**config.mk**
```make
export PLATFORM = sky130hd
export DESIGN_NAME = wdg_supervisor
export DESIGN_NICKNAME = d
export VERILOG_FILES = /design/src/rtl/wdg_pkg.sv /design/src/rtl/wdg_cfg_regs.sv /design/src/rtl/wdg_counter.sv /design/src/rtl/wdg_ctrl.sv /design/src/rtl/wdg_supervisor.sv
export SDC_FILE = /design/constraint.sdc
export NUM_CORES = 1
export LEC_CHECK = 0
export ABC_AREA = 1
export ABC_CLOCK_PERIOD_IN_PS = 5150
export BUFFER_PORTS_ARGS = -buffer_cell sky130_fd_sc_hd__buf_2
export CAP_MARGIN = 20
export CORE_MARGIN = 5
export CORE_UTILIZATION = 35
export DETAILED_ROUTE_END_ITERATION = 8
export SYNTH_ARGS = -nofsm -noshare
export SYNTH_HDL_FRONTEND = slang
export SYNTH_HIERARCHICAL = 1
export SYNTH_SLANG_ARGS = --single-unit
```
**constraint.sdc**
```tcl
create_clock -name clk -period 5.15 [get_ports clk]
set_clock_uncertainty 0.15 [all_clocks]
set_input_delay 0.2575 -clock clk [delete_from_list [all_inputs] [get_ports clk]]
set_output_delay 0.2575 -clock clk [all_outputs]
set_load 0.01 [all_outputs]
```
**src/rtl/wdg_pkg.sv**
```systemverilog
package wdg_pkg;

    localparam int PCODE_W  = 3;
    localparam int BASE_LEN = 8;
    localparam int CNT_W    = 13;
    localparam logic [PCODE_W-1:0] PCODE_RST = 3'b100;

    typedef enum logic [1:0] {
        WDG_OFF     = 2'b00,
        WDG_WINDOW  = 2'b01,
        WDG_TIMEOUT = 2'b10
    } wdg_mode_e;

    typedef struct packed {
        logic ovf;
        logic first_half;
    } wdg_cnt_stat_t;

    typedef struct packed {
        logic rst_evt;
        logic ci_set;
        logic restart;
    } wdg_evt_t;

    function automatic wdg_mode_e decode_mode(input logic [1:0] raw);
        case (raw)
            2'b01:   return WDG_WINDOW;
            2'b10:   return WDG_TIMEOUT;
            default: return WDG_OFF;
        endcase
    endfunction

    function automatic logic [CNT_W-1:0] period_len(input logic [PCODE_W-1:0] code);
        logic [CNT_W-1:0] base;
        base = CNT_W'(BASE_LEN);
        if (code < 3'd6)       return base << code;
        else if (code == 3'd6) return base << 7;
        else                   return base << 9;
    endfunction

endpackage

```
**src/rtl/wdg_cfg_regs.sv**
```systemverilog
module wdg_cfg_regs
    import wdg_pkg::*;
#(
    parameter logic [PCODE_W-1:0] RST_CODE = PCODE_RST,
    parameter logic [1:0]         RST_MODE = 2'b01
) (
    input  logic               clk,
    input  logic               rst,
    input  logic               wd_disable,
    input  logic               wr_stb,
    input  logic [1:0]         wr_mode,
    input  logic [PCODE_W-1:0] wr_period,
    output wdg_mode_e          eff_mode,
    output logic [CNT_W-1:0]   limit
);
    logic [1:0]         mode_q;
    logic [PCODE_W-1:0] code_q;

    always_ff @(posedge clk) begin
        if (rst) begin
            mode_q <= RST_MODE;
            code_q <= RST_CODE;
        end else if (wr_stb) begin
            mode_q <= wr_mode;
            code_q <= wr_period;
        end
    end

    always_comb begin
        eff_mode = wd_disable ? WDG_OFF : decode_mode(mode_q);
        limit    = period_len(code_q);
    end
endmodule

```
**src/rtl/wdg_counter.sv**
```systemverilog
module wdg_counter
    import wdg_pkg::*;
#(
    parameter int W = CNT_W
) (
    input  logic          clk,
    input  logic          rst,
    input  logic          tick,
    input  logic          run,
    input  logic          restart,
    input  logic [W-1:0]  limit,
    output wdg_cnt_stat_t stat
);
    logic [W-1:0] cnt_q;
    logic [W-1:0] last;
    logic         ovf;

    always_comb begin
        last            = limit - 1'b1;
        ovf             = tick && run && (cnt_q == last);
        stat.ovf        = ovf;
        stat.first_half = cnt_q < (limit >> 1);
    end

    always_ff @(posedge clk) begin
        if (rst)
            cnt_q <= '0;
        else if (restart || ovf || !run)
            cnt_q <= '0;
        else if (tick)
            cnt_q <= cnt_q + 1'b1;
    end
endmodule

```
**src/rtl/wdg_ctrl.sv**
```systemverilog
module wdg_ctrl
    import wdg_pkg::*;
(
    input  logic          clk,
    input  logic          rst,
    input  wdg_mode_e     eff_mode,
    input  logic          wr_stb,
    input  logic          ci_clr,
    input  wdg_cnt_stat_t stat,
    output wdg_evt_t      evt,
    output logic          rst_req_q,
    output logic          ci_q
);
    logic early;
    logic win_exp;
    logic to_exp;

    always_comb begin
        early   = wr_stb && (eff_mode == WDG_WINDOW) && stat.first_half;
        win_exp = !wr_stb && (eff_mode == WDG_WINDOW) && stat.ovf;
        to_exp  = !wr_stb && (eff_mode == WDG_TIMEOUT) && stat.ovf;
        evt.rst_evt = early || win_exp || (to_exp && ci_q);
        evt.ci_set  = to_exp && !ci_q;
        evt.restart = wr_stb || evt.rst_evt || (eff_mode == WDG_OFF);
    end

    always_ff @(posedge clk) begin
        if (rst) begin
            rst_req_q <= 1'b0;
            ci_q      <= 1'b0;
        end else begin
            rst_req_q <= evt.rst_evt;
            if (evt.ci_set)
                ci_q <= 1'b1;
            else if (ci_clr)
                ci_q <= 1'b0;
        end
    end
endmodule

```
**src/rtl/wdg_supervisor.sv**
```systemverilog
module wdg_supervisor
    import wdg_pkg::*;
(
    input  logic       clk,
    input  logic       rst,
    input  logic       ms_tick,
    input  logic       wd_disable,
    input  logic       wr_stb,
    input  logic [1:0] wr_mode,
    input  logic [2:0] wr_period,
    input  logic       ci_clr,
    output logic [1:0] mode_o,
    output logic       rst_req_o,
    output logic       ci_flag_o
);
    wdg_mode_e        eff_mode;
    logic [CNT_W-1:0] limit;
    wdg_cnt_stat_t    stat;
    wdg_evt_t         evt;

    wdg_cfg_regs u_cfg (
        .clk        (clk),
        .rst        (rst),
        .wd_disable (wd_disable),
        .wr_stb     (wr_stb),
        .wr_mode    (wr_mode),
        .wr_period  (wr_period),
        .eff_mode   (eff_mode),
        .limit      (limit)
    );

    wdg_counter #(.W(CNT_W)) u_cnt (
        .clk     (clk),
        .rst     (rst),
        .tick    (ms_tick),
        .run     (eff_mode != WDG_OFF),
        .restart (evt.restart),
        .limit   (limit),
        .stat    (stat)
    );

    wdg_ctrl u_ctrl (
        .clk       (clk),
        .rst       (rst),
        .eff_mode  (eff_mode),
        .wr_stb    (wr_stb),
        .ci_clr    (ci_clr),
        .stat      (stat),
        .evt       (evt),
        .rst_req_q (rst_req_o),
        .ci_q      (ci_flag_o)
    );

    assign mode_o = eff_mode;
endmodule

```
* Word-level counts from Yosys, hierarchy flattened
Index checks and enable logic that the tools add are counted.
** Cells by class
- Add/sub/neg operators :: 2
- Order comparisons :: 2
- Eq/ne operators :: 6
- Shifts and indexed selects :: 1
- Mux-type cells :: 6
- Reductions and logical operators :: 23
** Operators by type and width (number)
- $mux 13 :: 2
- $add 13x1->13 const B :: 1
- $eq 13x13->1 :: 1
- $lt 13x12->1 :: 1
- $shl 4x3->13 const A :: 1
- $sub 13x1->13 const B :: 1
- $logic_and 1x1->1 :: 10
- $logic_or 1x1->1 :: 6
- $eq 2x1->1 const B :: 2
- $eq 2x2->1 const B :: 2
- $pmux 2 s2 :: 1
- $reduce_bool 2->1 :: 2
- $eq 3x3->1 const B :: 1
- $logic_not 1->1 :: 3
- $lt 3x3->1 const B :: 1
- $logic_not 2->1 :: 1
- $mux 1 :: 2
- $mux 2 :: 1
- $reduce_or 2->1 :: 1
** Storage, ports and cells
- Register bits :: 20
- Word-level logic and storage cells :: 45

* Longest topological paths before layout
Gate-level depths: netlist of run 1.
- Word-level depth :: 14
- Gate-level depth with buffers :: 23
- Depth with buffers taken out :: 21

* Cells and area by module
The synthesis of run 1 kept the hierarchy.
** Modules (own cells, without submodules)
- wdg_counter :: times used 1, cells each 233, area an instance 1418.9 um2, sequential area each 260.2 um2
- wdg_cfg_regs :: times used 1, cells each 51, area an instance 304.0 um2, sequential area each 100.1 um2
- wdg_ctrl :: times used 1, cells each 23, area an instance 140.1 um2, sequential area each 40.0 um2
- wdg_supervisor :: times used 1, cells each 3, area an instance 11.3 um2, sequential area each 0.0 um2

* Worst setup path after synthesis of run 1
Ideal clock, no wire load.
- Path type :: flip-flop to flip-flop
- Start point :: register u_cfg.code_q[1]
- End point :: register u_cnt.cnt_q[3]
- Setup time :: 0.064 ns
- Data arrival time :: 2.456 ns
- Required time :: 4.936 ns
- Slack :: 2.480 ns
- Stages on the path, launching flop included :: 19
- Buffers on the path :: 1
- Period minus slack after synthesis :: 2.670 ns
- Path through :: dfxtp_1 inv_2 nor3_1 inv_1 ha_1 nand4_1 o221ai_1 nand2_1 a21oi_1 nor2_1 nand2_1 nand2_1 nand2_2 nand3_1 nor2_1 nand2_1 o21bai_4 buf_6 nor2_1
** RTL lines
- from (decl) :: line wdg_cfg_regs.sv:17 : logic [PCODE_W-1:0] code_q;
- from (signal assigned) :: line wdg_cfg_regs.sv:25 : code_q <= wr_period;
- to (signal assigned) :: line wdg_counter.sv:31 : cnt_q <= cnt_q + 1'b1;
- to (decl) :: line wdg_counter.sv:14 : logic [W-1:0] cnt_q;

==> results of run 1 <==
## final cells by class
cell class,instances,area [um2],share of cell area [%]
sequential,20,400.4,19.79
timing repair buffer,14,70.07,3.463
inverter,54,202.7,10.02
clock buffer,4,55.05,2.721
multi-input combinational,228,1207,59.68
tap,70,87.58,4.329
## worst paths after layout
check / startpoint / cells after the start / slack, ns / endpoint
worst max register to register: u_cfg/code_q[1]$_SDFFE_PP0P_ / 17 / 2.15 / u_cnt/cnt_q[10]$_SDFFE_PP0P_
worst min register to register: u_cfg/mode_q[1]$_SDFFE_PP0P_ / 2 / 0.33 / u_cfg/mode_q[1]$_SDFFE_PP0P_
worst max-delay path: u_cfg/code_q[1]$_SDFFE_PP0P_ / 17 / 2.15 / u_cnt/cnt_q[10]$_SDFFE_PP0P_
worst min-delay path: wr_mode[0] / 3 / 0.05 / u_cfg/mode_q[0]$_SDFFE_PP1P_
## cells in the final DEF (no fill, tap or decap), types with 2 or more instances in the layout
| master | n |
|---|---|
| inv_2 | 4 |
| nand2_2 | 2 |
| nand3_1 | 25 |
| nor3_1 | 10 |
| xnor2_1 | 8 |
| clkbuf_8 | 4 |
| nor2_4 | 3 |
| inv_1 | 50 |
| nor2_2 | 3 |
| buf_2 | 14 |
| nor2_1 | 47 |
| nand4_1 | 5 |
| dfxtp_1 | 20 |
| conb_1 | 5 |
| a21oi_1 | 9 |
| o21ai_0 | 5 |
| xor2_1 | 10 |
| nand2_1 | 76 |
| ha_1 | 13 |
## report_power, final
part           switching [mW]  leakage, nW  internal, mW
combinational          0.0477        0.792        0.0262
sequential            0.00412        0.163         0.158
clock                  0.0523       0.0288        0.0681
## through the flow
step / total power [mW] / area, um2
final: 0.3561 / 2023
after global routing: 0.3768 / 2023
after CTS: 0.3564 / 2023
after detailed placement: 0.2380 / 1968
after global placement: 0.2376 / 1968
after floorplan: 0.2251 / 1882
## state kept, by name, indices dropped and copies added (netlist names)
signal / flops
u_ctrl/ci_q: 1
u_cnt/cnt_q: 13
u_cfg/code_q: 3
u_cfg/mode_q: 2
u_ctrl/rst_req_q: 1
## layer usage
layer	wire, um	GRT usage (%)	vias to the layer above	part of all wire (%)
li1	-	-	972	-
met1	2066	16.06	732	53
met2	1612	18.22	35	42
met3	108	1.188	9	2.8
met4	93	5.201	0	2.4
met5	0	0	-	0
## worst register-to-register path, delay by kind of cell (launching register included)
family / cells / cell delay [ns]
AO/OA/AOI/OAI: 3 / 0.52
adder cells (fa/ha/maj): 1 / 0.35
buffers and inverters: 2 / 0.16
flip-flops: 1 / 0.48
AND/OR/NAND/NOR: 11 / 1.28
==> run_results.csv, run 1 <==
group,metric,value,unit
global_route,grt_pass1_wl,6.837,mm
floorplan,core-area,5140,um2
placed_design,io_buffers,14,
run_status,status,"finished, final reports clean",
global_route,overflow,0,
logic_synthesis,syn_area,1867,um2
hold_path,min_path_type,"input pin to register",
timing,min_period,2.997,ns
routing,drcViolationCount,0,
layout,fill_cells,590,
layout,syn_to_final_growth,8.378,%
run,maxCapViolations,0,
placed_design,preCtsSetupSlack,2.157,ns
floorplan,dieArea,6894,um2
timing,setup_viol,0,
critical_path,slowest_delay,0.51,ns
critical_path,cp.required,5.20,ns
timing,maxClockFrequency,0.3337,GHz
timing,final.setup.tns,0,ns
global_route,track_usage,11.65,%
routing,viasPerCell,4.482,
clock_tree,post_cts_resized,0,
critical_path,cp_cell_sequence,"inv_2, nor3_1, inv_1, ha_1, nand4_1, o221ai_1, nand2_1, a21oi_1, nor2_1, nand2_1, nand2_1, nand2_2, nand3_1, nor2_1, nand2_1, o21bai_4, nor2_1",
layout,final_util,39.36,%
timing,grt_setup_unrepaired,"no",
clock_tree,clkTransAtPathRegs,0.07,ns
critical_path,cp_num_buf_inv,2,
routing,drtIter0Drc,70,
timing,finalHoldViolCount,0,
layout,antenna_cells,0,
placed_design,dp_hpwl,3.256,mm
clock_tree,cts_inserted_buffers,3,
global_route,antenna_found_initial,0,
critical_path,path_common_cell,"nand2_1",
global_route,grt_max_degree,14,
logic_synthesis,syn_area_per_cell,6.061,um2
routing,via_count,1748,
clock_tree,clock-sinks,20,
pwr,pwr_density_cell,176.0,nW/um2
floorplan,die_x,83.03,um
logic_synthesis,syn_inst,308,
global_route,grt_pass1_vias,1623,
critical_path,cpMaxStageDelayCell,"nor3_1",
timing,slew_headroom,56.44,%
routing,wl,3.879,mm
critical_path,start_kind,"register",
pwr,vdd_drop_max,107.9,uV
critical_path,crit_family,"simple AND/OR/NAND/NOR gates",
timing,period_share,58.19,%
placed_design,gp_congestion,0.7842,
clock_tree,cts_setup_buffers,0,
logic_synthesis,ys_warn_count,6,
critical_path,crit_arrival,3.05,ns
floorplan,start_util,36.32,%
timing,setup_slack,2.153,ns
floorplan,ios,15,
timing,hold_ws,0.05433,ns
timing,worstMarginPinSlew,0.6484,ns
layout,fin_cells,390,
critical_path,critical_path.max_fanout,13,
clock_tree,clock_path_buffers,2,
timing,maxSlewViolCount,0,
critical_path,endpoint_kind,"register",
clock_tree,cts-root-buf,"clkbuf_8",
layout,fin_nets,345,
floorplan,core.rowCount,26,
routing,avgRoutedWirePerCell,9.946,um
floorplan,die_y,83.03,um
critical_path,crit_type,"register to register",
routing,first_pass_iters,4,
clock_tree,holdBufCountCts,0,
routing,ant_nets,0,
clock_tree,cts_tree,"yes",
layout,drive_above_1_share,10.00,%
clock_tree,htree_levels,1,
pwr,leakage,0.9833,nW
clock_tree,clk_latency,0.26,ns
placed_design,placed_cells,386,
Note: power is estimated with default switching activity, not from simulation.
==> inputs of run 2 (changes only) <==
--- a/config.mk
+++ b/config.mk
@@ -5,8 +5,8 @@
 export SDC_FILE = /design/constraint.sdc
 export NUM_CORES = 1
 export LEC_CHECK = 0
-export ABC_AREA = 1
-export ABC_CLOCK_PERIOD_IN_PS = 5150
+export ABC_AREA = 0
+export ABC_CLOCK_PERIOD_IN_PS = 3100
 export BUFFER_PORTS_ARGS = -buffer_cell sky130_fd_sc_hd__buf_2
 export CAP_MARGIN = 20
 export CORE_MARGIN = 5
==> constraint.sdc (replaced) <==
create_clock -name clk -period 3.1 [get_ports clk]
set_clock_uncertainty 0.15 [all_clocks]
set_input_delay 0.155 -clock clk [delete_from_list [all_inputs] [get_ports clk]]
set_output_delay 0.155 -clock clk [all_outputs]
set_load 0.01 [all_outputs]
==> run_results.csv, run 2 <==
group,metric,value,unit
placed_design,postPlaceCellArea,2112,um2
critical_path,timing.rr.start,"u_cfg/code_q[0]$_SDFFE_PP0P_",
layout,top_regs,"u_cnt/cnt_q: 13 flops, u_cfg/code_q: 3 flops, u_cfg/mode_q: 2 flops",
clock_tree,clock-sinks,20,
floorplan,core.rowCount,26,
layout,final_common_cell,"buf_4",
layout,drive_above_1_share,29.78,%
critical_path,cp.required,3.15,ns
logic_synthesis,syn_area_per_cell,8.027,um2
logic_synthesis,synth_most_common_cell,"nor2_1",
critical_path,r2r_cells,13,
layout,seq_area,411.6,um2
global_route,overflow,0,
layout,multi_input_area,1330,um2
pwr,leakage,1.025,nW
logic_synthesis,synth_edf_count,0,
global_route,grt_pass1_vias,1582,
critical_path,cpMaxStageDelayCell,"or4_4",
floorplan,dieArea,6671,um2
critical_path,crit_arrival,3.64,ns
global_route,track_usage,12.98,%
placed_design,dp_hpwl,3.312,mm
layout,fill_cells,498,
layout,fin_nets,297,
timing,setup_viol,13,
floorplan,die_x,81.68,um
routing,drcViolationCount,0,
clock_tree,clk_latency,0.26,ns
critical_path,cp_cell_sequence,"and3b_2, or2_4, or3_1, or4_4, xnor2_4, nand3_2, a211oi_2, mux2_4, a32o_2, or3_1, nor3b_2, buf_4, nor3b_2",
floorplan,die_y,81.68,um
timing,finalHoldViolCount,0,
logic_synthesis,ys_seq_area_share,22.27,%
pwr,pwr_density_cell,264.8,nW/um2
timing,hold_ws,0.01498,ns
clock_tree,clkTransAtPathRegs,0.08,ns
run,maxCapViolations,0,
timing,maxClockFrequency,0.2781,GHz
layout,antenna_cells,0,
critical_path,cp_num_buf_inv,1,
routing,ant_nets,0,
critical_path,slowest_delay,0.52,ns
floorplan,start_util,35.66,%
run_status,status,"finished, violations left",
run_status,violations,"negative setup slack",
logic_synthesis,synth-seq-cells,20,
floorplan,core-area,5042,um2
global_route,grt_pass1_wl,6.886,mm
routing,first_pass_iters,4,
routing,via_count,1677,
critical_path,crit_start,"u_cfg/code_q[0]$_SDFFE_PP0P_",
routing,viasPerCell,4.904,
timing,maxSlewViolCount,0,
clock_tree,htree_levels,1,
global_route,grt_max_degree,14,
critical_path,critical_path.max_fanout,7,
layout,final_cell_mix,"buf_4 (33), nor2_1 (23), nand2_1 (17), dfxtp_1 (17), xnor2_1 (16)",
global_route,antenna_found_initial,0,
critical_path,crit_type,"register to register",
routing,drtIter0Drc,37,
timing,grt_setup_unrepaired,"yes",
layout,max_flop_register,"u_cnt/cnt_q",
critical_path,rrSetupSlack,-0.50,ns
pwr,vdd_drop_max,140.0,uV
logic_synthesis,syn_inst,224,
clock_tree,clock_path_buffers,2,
placed_design,placed_cells,328,
critical_path,endpoint_kind,"register",
logic_synthesis,synthTopCellsByCount,"nor2_1 (24), dfxtp_1 (20), nand2_1 (20)",
logic_synthesis,syn_area,1798,um2
routing,wl,4.192,mm
clock_tree,cts_tree,"yes",
timing,setup_slack,-0.4958,ns
placed_design,io_buffers,14,
clock_tree,cts-root-buf,"clkbuf_8",
layout,fin_cells,342,
logic_synthesis,synth_top_area_share,22.27,%
critical_path,cp-endpoint,"u_cnt/cnt_q[1]$_SDFFE_PP0P_",
critical_path,crit_family,"simple AND/OR/NAND/NOR gates",
logic_synthesis,async_reset_ff_share,0,%
logic_synthesis,ys_warn_count,6,
logic_synthesis,synth_top_cell_by_area,"dfxtp_1",
logic_synthesis,ys_types,48,
layout,finalInstanceArea,2320,um2
routing,avgRoutedWirePerCell,12.26,um
layout,largest_reg_flops,13,
placed_design,gp_congestion,0.9807,
placed_design,preCtsSetupSlack,-0.5481,ns
critical_path,r2r-end,"u_cnt/cnt_q[1]$_SDFFE_PP0P_",
timing,min_period,3.596,ns
clock_tree,cts_inserted_buffers,3,
floorplan,ios,15,
layout,syn_to_final_growth,29.02,%
critical_path,path_depth,13,
pwr,p_total,0.6142,mW
hold_path,min_path_type,"input pin to register",
critical_path,start_kind,"register",
timing,period_share,116.0,%
logic_synthesis,synthTopCellsByArea,"dfxtp_1 (22%), ha_1 (9.0%), xnor2_1 (8.3%)",
logic_synthesis,synthFlopType,"dfxtp_1",
## run 2: worst min-delay path by stage
stage	end	from	cells after the start	slack [ns]
final	u_cfg/code_q[1]$_SDFFE_PP0P_	rst	2	0.01
after global placement	u_cfg/mode_q[0]$_SDFFE_PP1P_	wr_mode[0]	2	0.21
after global routing	u_cfg/code_q[1]$_SDFFE_PP0P_	rst	2	0.02
after detailed placement	u_cfg/code_q[2]$_SDFFE_PP1P_	wr_period[2]	2	0.22
after floorplan	u_cfg/code_q[0]$_SDFFE_PP0P_	rst	1	0.07
after CTS	u_cfg/code_q[1]$_SDFFE_PP0P_	rst	2	0.008
## run 2: final cells by class
cell class              instances  share of cell area (%)
inverters                      15                   2.427
clock buffers                   4                   2.373
multi-input cells             180                   57.34
flip-flops and latches         20                   17.75
repair buffers                 53                   16.34
well taps                      70                   3.776
## run 2: worst register-to-register path: stages (launching register included)
cell and delay (ns):
dfxtp_4 0.37, and3b_2 0.22, or2_4 0.22, or3_1 0.30, or4_4 0.52, xnor2_4 0.17, nand3_2 0.07, a211oi_2 0.05
mux2_4 0.29, a32o_2 0.24, or3_1 0.32, nor3b_2 0.27, buf_4 0.20, nor3b_2 0.15
## run 2: stage by stage
step           TNS, ns  utilization (%)
3_3_place_gp    -6.133            41.89
3_5_place_dp    -6.815            41.89
6_report        -5.985            46.01
2_1_floorplan   -7.213                -
4_1_cts         -5.551            44.32
5_1_grt         -8.005            46.01
## run 2: report_power, final
| group | switching, mW | internal (mW) | leakage [nW] |
|---|---|---|---|
| sequential | 0.00572 | 0.261 | 0.164 |
| combinational | 0.0689 | 0.0800 | 0.832 |
| clock | 0.0857 | 0.113 | 0.0288 |
| total | 0.160 | 0.454 | 1.02 |
## run 2: kinds of logic after synthesis
| group | share of synthesized area, % |
|---|---|
| muxes | 3.062 |
| other | 0.2086 |
| xor gates and xnor gates | 12.67 |
| adders and majority gates | 9.047 |
| buffers and inverters | 8.072 |
| and+or+nand+nor | 30.55 |
| DFF | 22.27 |
| AOI/OAI and AO/OA | 14.13 |
## run 2: routing by layer
layer / GRT usage [%] / share of wire, % / vias to the layer above
met5: 0 / 0 / -
met4: 5.814 / 2.9 / 0
met3: 0.9868 / 2.1 / 10
met2: 22.96 / 47 / 28
met1: 15.97 / 47 / 762
li1: - / - / 877
## run 2: repair_timing
item / 4_1_cts / 5_1_grt
endpoints found under the hold margin: 5 / 0
endpoints found under the setup margin: 15 / 15
pin swaps: 0 / 9
hold buffers: 5 / 0
buffers inserted: 0 / 4
gates resized for setup: 6 / 12
cloned: 0 / 1
==> inputs of run 3 (changes only) <==
==> constraint.sdc (replaced) <==
create_clock -name clk -period 3.1 [get_ports clk]
set_clock_uncertainty 0.15 [all_clocks]
set_input_delay 0.62 -clock clk [delete_from_list [all_inputs] [get_ports clk]]
set_output_delay 0.62 -clock clk [all_outputs]
set_load 0.01 [all_outputs]
==> run_results.csv, run 3 (same netlist as run 2, synthesis figures left out) <==
group,metric,value,unit
clock_tree,clk_latency,0.26,ns
clock_tree,clkTransAtPathRegs,0.08,ns
hold_path,min_path_type,"input pin to register",
run_status,violations,"negative setup slack",
placed_design,gp_congestion,0.8685,
routing,first_pass_iters,4,
critical_path,crit_type,"register to register",
timing,finalHoldViolCount,0,
timing,min_period,3.681,ns
pwr,pwr_density_cell,268.9,nW/um2
clock_tree,cts_tree,"yes",
clock_tree,cts_inserted_buffers,3,
layout,finalInstanceArea,2330,um2
layout,antenna_cells,0,
layout,largest_reg_flops,13,
global_route,grt_pass1_wl,6.748,mm
layout,max_flop_register,"u_cnt/cnt_q",
floorplan,core.rowCount,26,
routing,via_count,1722,
hold_path,hold_depth,2,
floorplan,die_y,81.68,um
global_route,track_usage,12.52,%
critical_path,timing.rr.start,"u_cfg/code_q[2]$_SDFFE_PP1P_",
routing,wl,4.419,mm
clock_tree,holdBufCountCts,0,
layout,drive_above_1_share,32.22,%
timing,grt_setup_unrepaired,"yes",
hold_path,holdPathEnd,"u_cfg/mode_q[0]$_SDFFE_PP1P_",
placed_design,dp_hpwl,3.302,mm
routing,viasPerCell,5.065,
timing,setup_slack,-0.5811,ns
critical_path,crit_arrival,3.73,ns
timing,maxClockFrequency,0.2717,GHz
layout,final_common_cell,"buf_4",
critical_path,r2r-end,"u_cnt/cnt_q[3]$_SDFFE_PP0P_",
critical_path,rrSetupSlack,-0.58,ns
layout,fin_nets,295,
routing,avgRoutedWirePerCell,13.00,um
critical_path,endpoint_kind,"register",
timing,maxSlewViolCount,0,
global_route,grt_max_degree,14,
timing,setup_viol,13,
floorplan,start_util,35.66,%
clock_tree,cts-root-buf,"clkbuf_8",
layout,final_cell_mix,"buf_4 (33), nor2_1 (23), dfxtp_1 (17), nand2_1 (17), xnor2_1 (16)",
critical_path,start_kind,"register",
layout,fill_cells,507,
timing,period_share,118.7,%
floorplan,core-area,5042,um2
clock_tree,clock-sinks,20,
critical_path,cp.required,3.14,ns
clock_tree,clock_path_buffers,2,
routing,ant_nets,0,
layout,top_regs,"u_cnt/cnt_q: 13 flops, u_cfg/code_q: 3 flops, u_cfg/mode_q: 2 flops",
critical_path,critical_path.max_fanout,6,
critical_path,r2r_cells,18,
floorplan,dieArea,6671,um2
floorplan,ios,15,
clock_tree,htree_levels,1,
hold_path,holdCritStartpoint,"wr_mode[0]",
run_status,status,"finished, violations left",
layout,syn_to_final_growth,29.58,%
placed_design,postPlaceCellArea,2120,um2
routing,drcViolationCount,0,
global_route,overflow,0,
placed_design,io_buffers,14,
pwr,leakage,1.038,nW
timing,final.setup.tns,-7.315,ns
global_route,antenna_found_initial,0,
routing,drtIter0Drc,79,
pwr,vdd_drop_max,134.0,uV
global_route,grt_pass1_vias,1512,
run,maxCapViolations,0,
floorplan,die_x,81.68,um
-- run 3: cell count changes in the layout (fill, tap and decap cells not counted), sizes merged --
cell         delta
buf             +3
dlygate4sd3     -5
-- run 3: repair_timing --
action                                 in CTS  in global routing
endpoints found under the hold margin       0                  0
gates cloned                                0                  1
pin swaps                                   1                  2
gates resized for setup                     9                 22
setup endpoints to repair                  15                 15
buffers inserted                            0                  6
-- run 3: through the flow --
step	utilization [%]	hold WS (ns)	power [mW]	cells	setup WS, ns
after global routing	46.20	0.4043	0.6573	340	-0.7052
final	46.20	0.4090	0.6265	340	-0.5811
after detailed placement	42.03	0.4122	0.4056	329	-0.5602
after global placement	42.03	0.3502	0.4048	329	-0.5093
after floorplan	-	0.3256	0.3592	228	-0.5960
after CTS	43.72	0.4064	0.6093	333	-0.4670
-- run 3: final cells by class --
type,count,area (um2),share of cell area [%]
multi-input combinational,180,1356,58.22
inverter,15,56.30,2.417
timing repair buffer,51,362.8,15.57
tap,70,87.58,3.759
clock buffer,4,55.05,2.363
sequential,20,411.6,17.67
-- run 3: worst max-delay path by stage --
stage	start	to	slack [ns]	cells after the start
after detailed placement	u_cfg/code_q[2]$_SDFFE_PP1P_	u_cnt/cnt_q[1]$_SDFFE_PP0P_	-0.56	13
after global routing	u_cfg/code_q[2]$_SDFFE_PP1P_	u_cnt/cnt_q[2]$_SDFFE_PP0P_	-0.71	18
after CTS	u_cfg/code_q[2]$_SDFFE_PP1P_	u_cnt/cnt_q[1]$_SDFFE_PP0P_	-0.47	13
after global placement	u_cfg/code_q[2]$_SDFFE_PP1P_	u_cnt/cnt_q[1]$_SDFFE_PP0P_	-0.51	13
final	u_cfg/code_q[2]$_SDFFE_PP1P_	u_cnt/cnt_q[3]$_SDFFE_PP0P_	-0.58	18
after floorplan	u_cfg/code_q[0]$_SDFFE_PP0P_	u_cnt/cnt_q[12]$_SDFFE_PP0P_	-0.60	16
-- run 3: routing by layer --
metal	share of wire, %	up-vias	GRT usage, %
met3	2.1	6	1.096
met2	50	27	20.11
met4	1.6	0	4.817
met1	47	818	17.28
met5	0	-	0
li1	-	871	-
-- run 3: power by group --
group / leakage (nW) / total, mW / switching, mW / internal (mW)
combinational: 0.845 / 0.160 / 0.0756 / 0.0841
sequential: 0.164 / 0.267 / 0.00580 / 0.261
clock: 0.0288 / 0.200 / 0.0872 / 0.113
-- run 3: worst max-delay path, cell delays in order (launching register included) --
cell and delay, ns:
dfxtp_4 0.36, buf_6 0.12, and3b_2 0.21, buf_4 0.13, buf_4 0.13, nor4_1 0.35
buf_4 0.19, a2111oi_4 0.06, o211ai_1 0.20, nor2_1 0.06, nand3_1 0.10, a211oi_2 0.06
mux2_4 0.28, a32o_2 0.27, or3_4 0.38, nor3b_4 0.25, buf_6 0.16, nand2_2 0.04
nor2_1 0.10
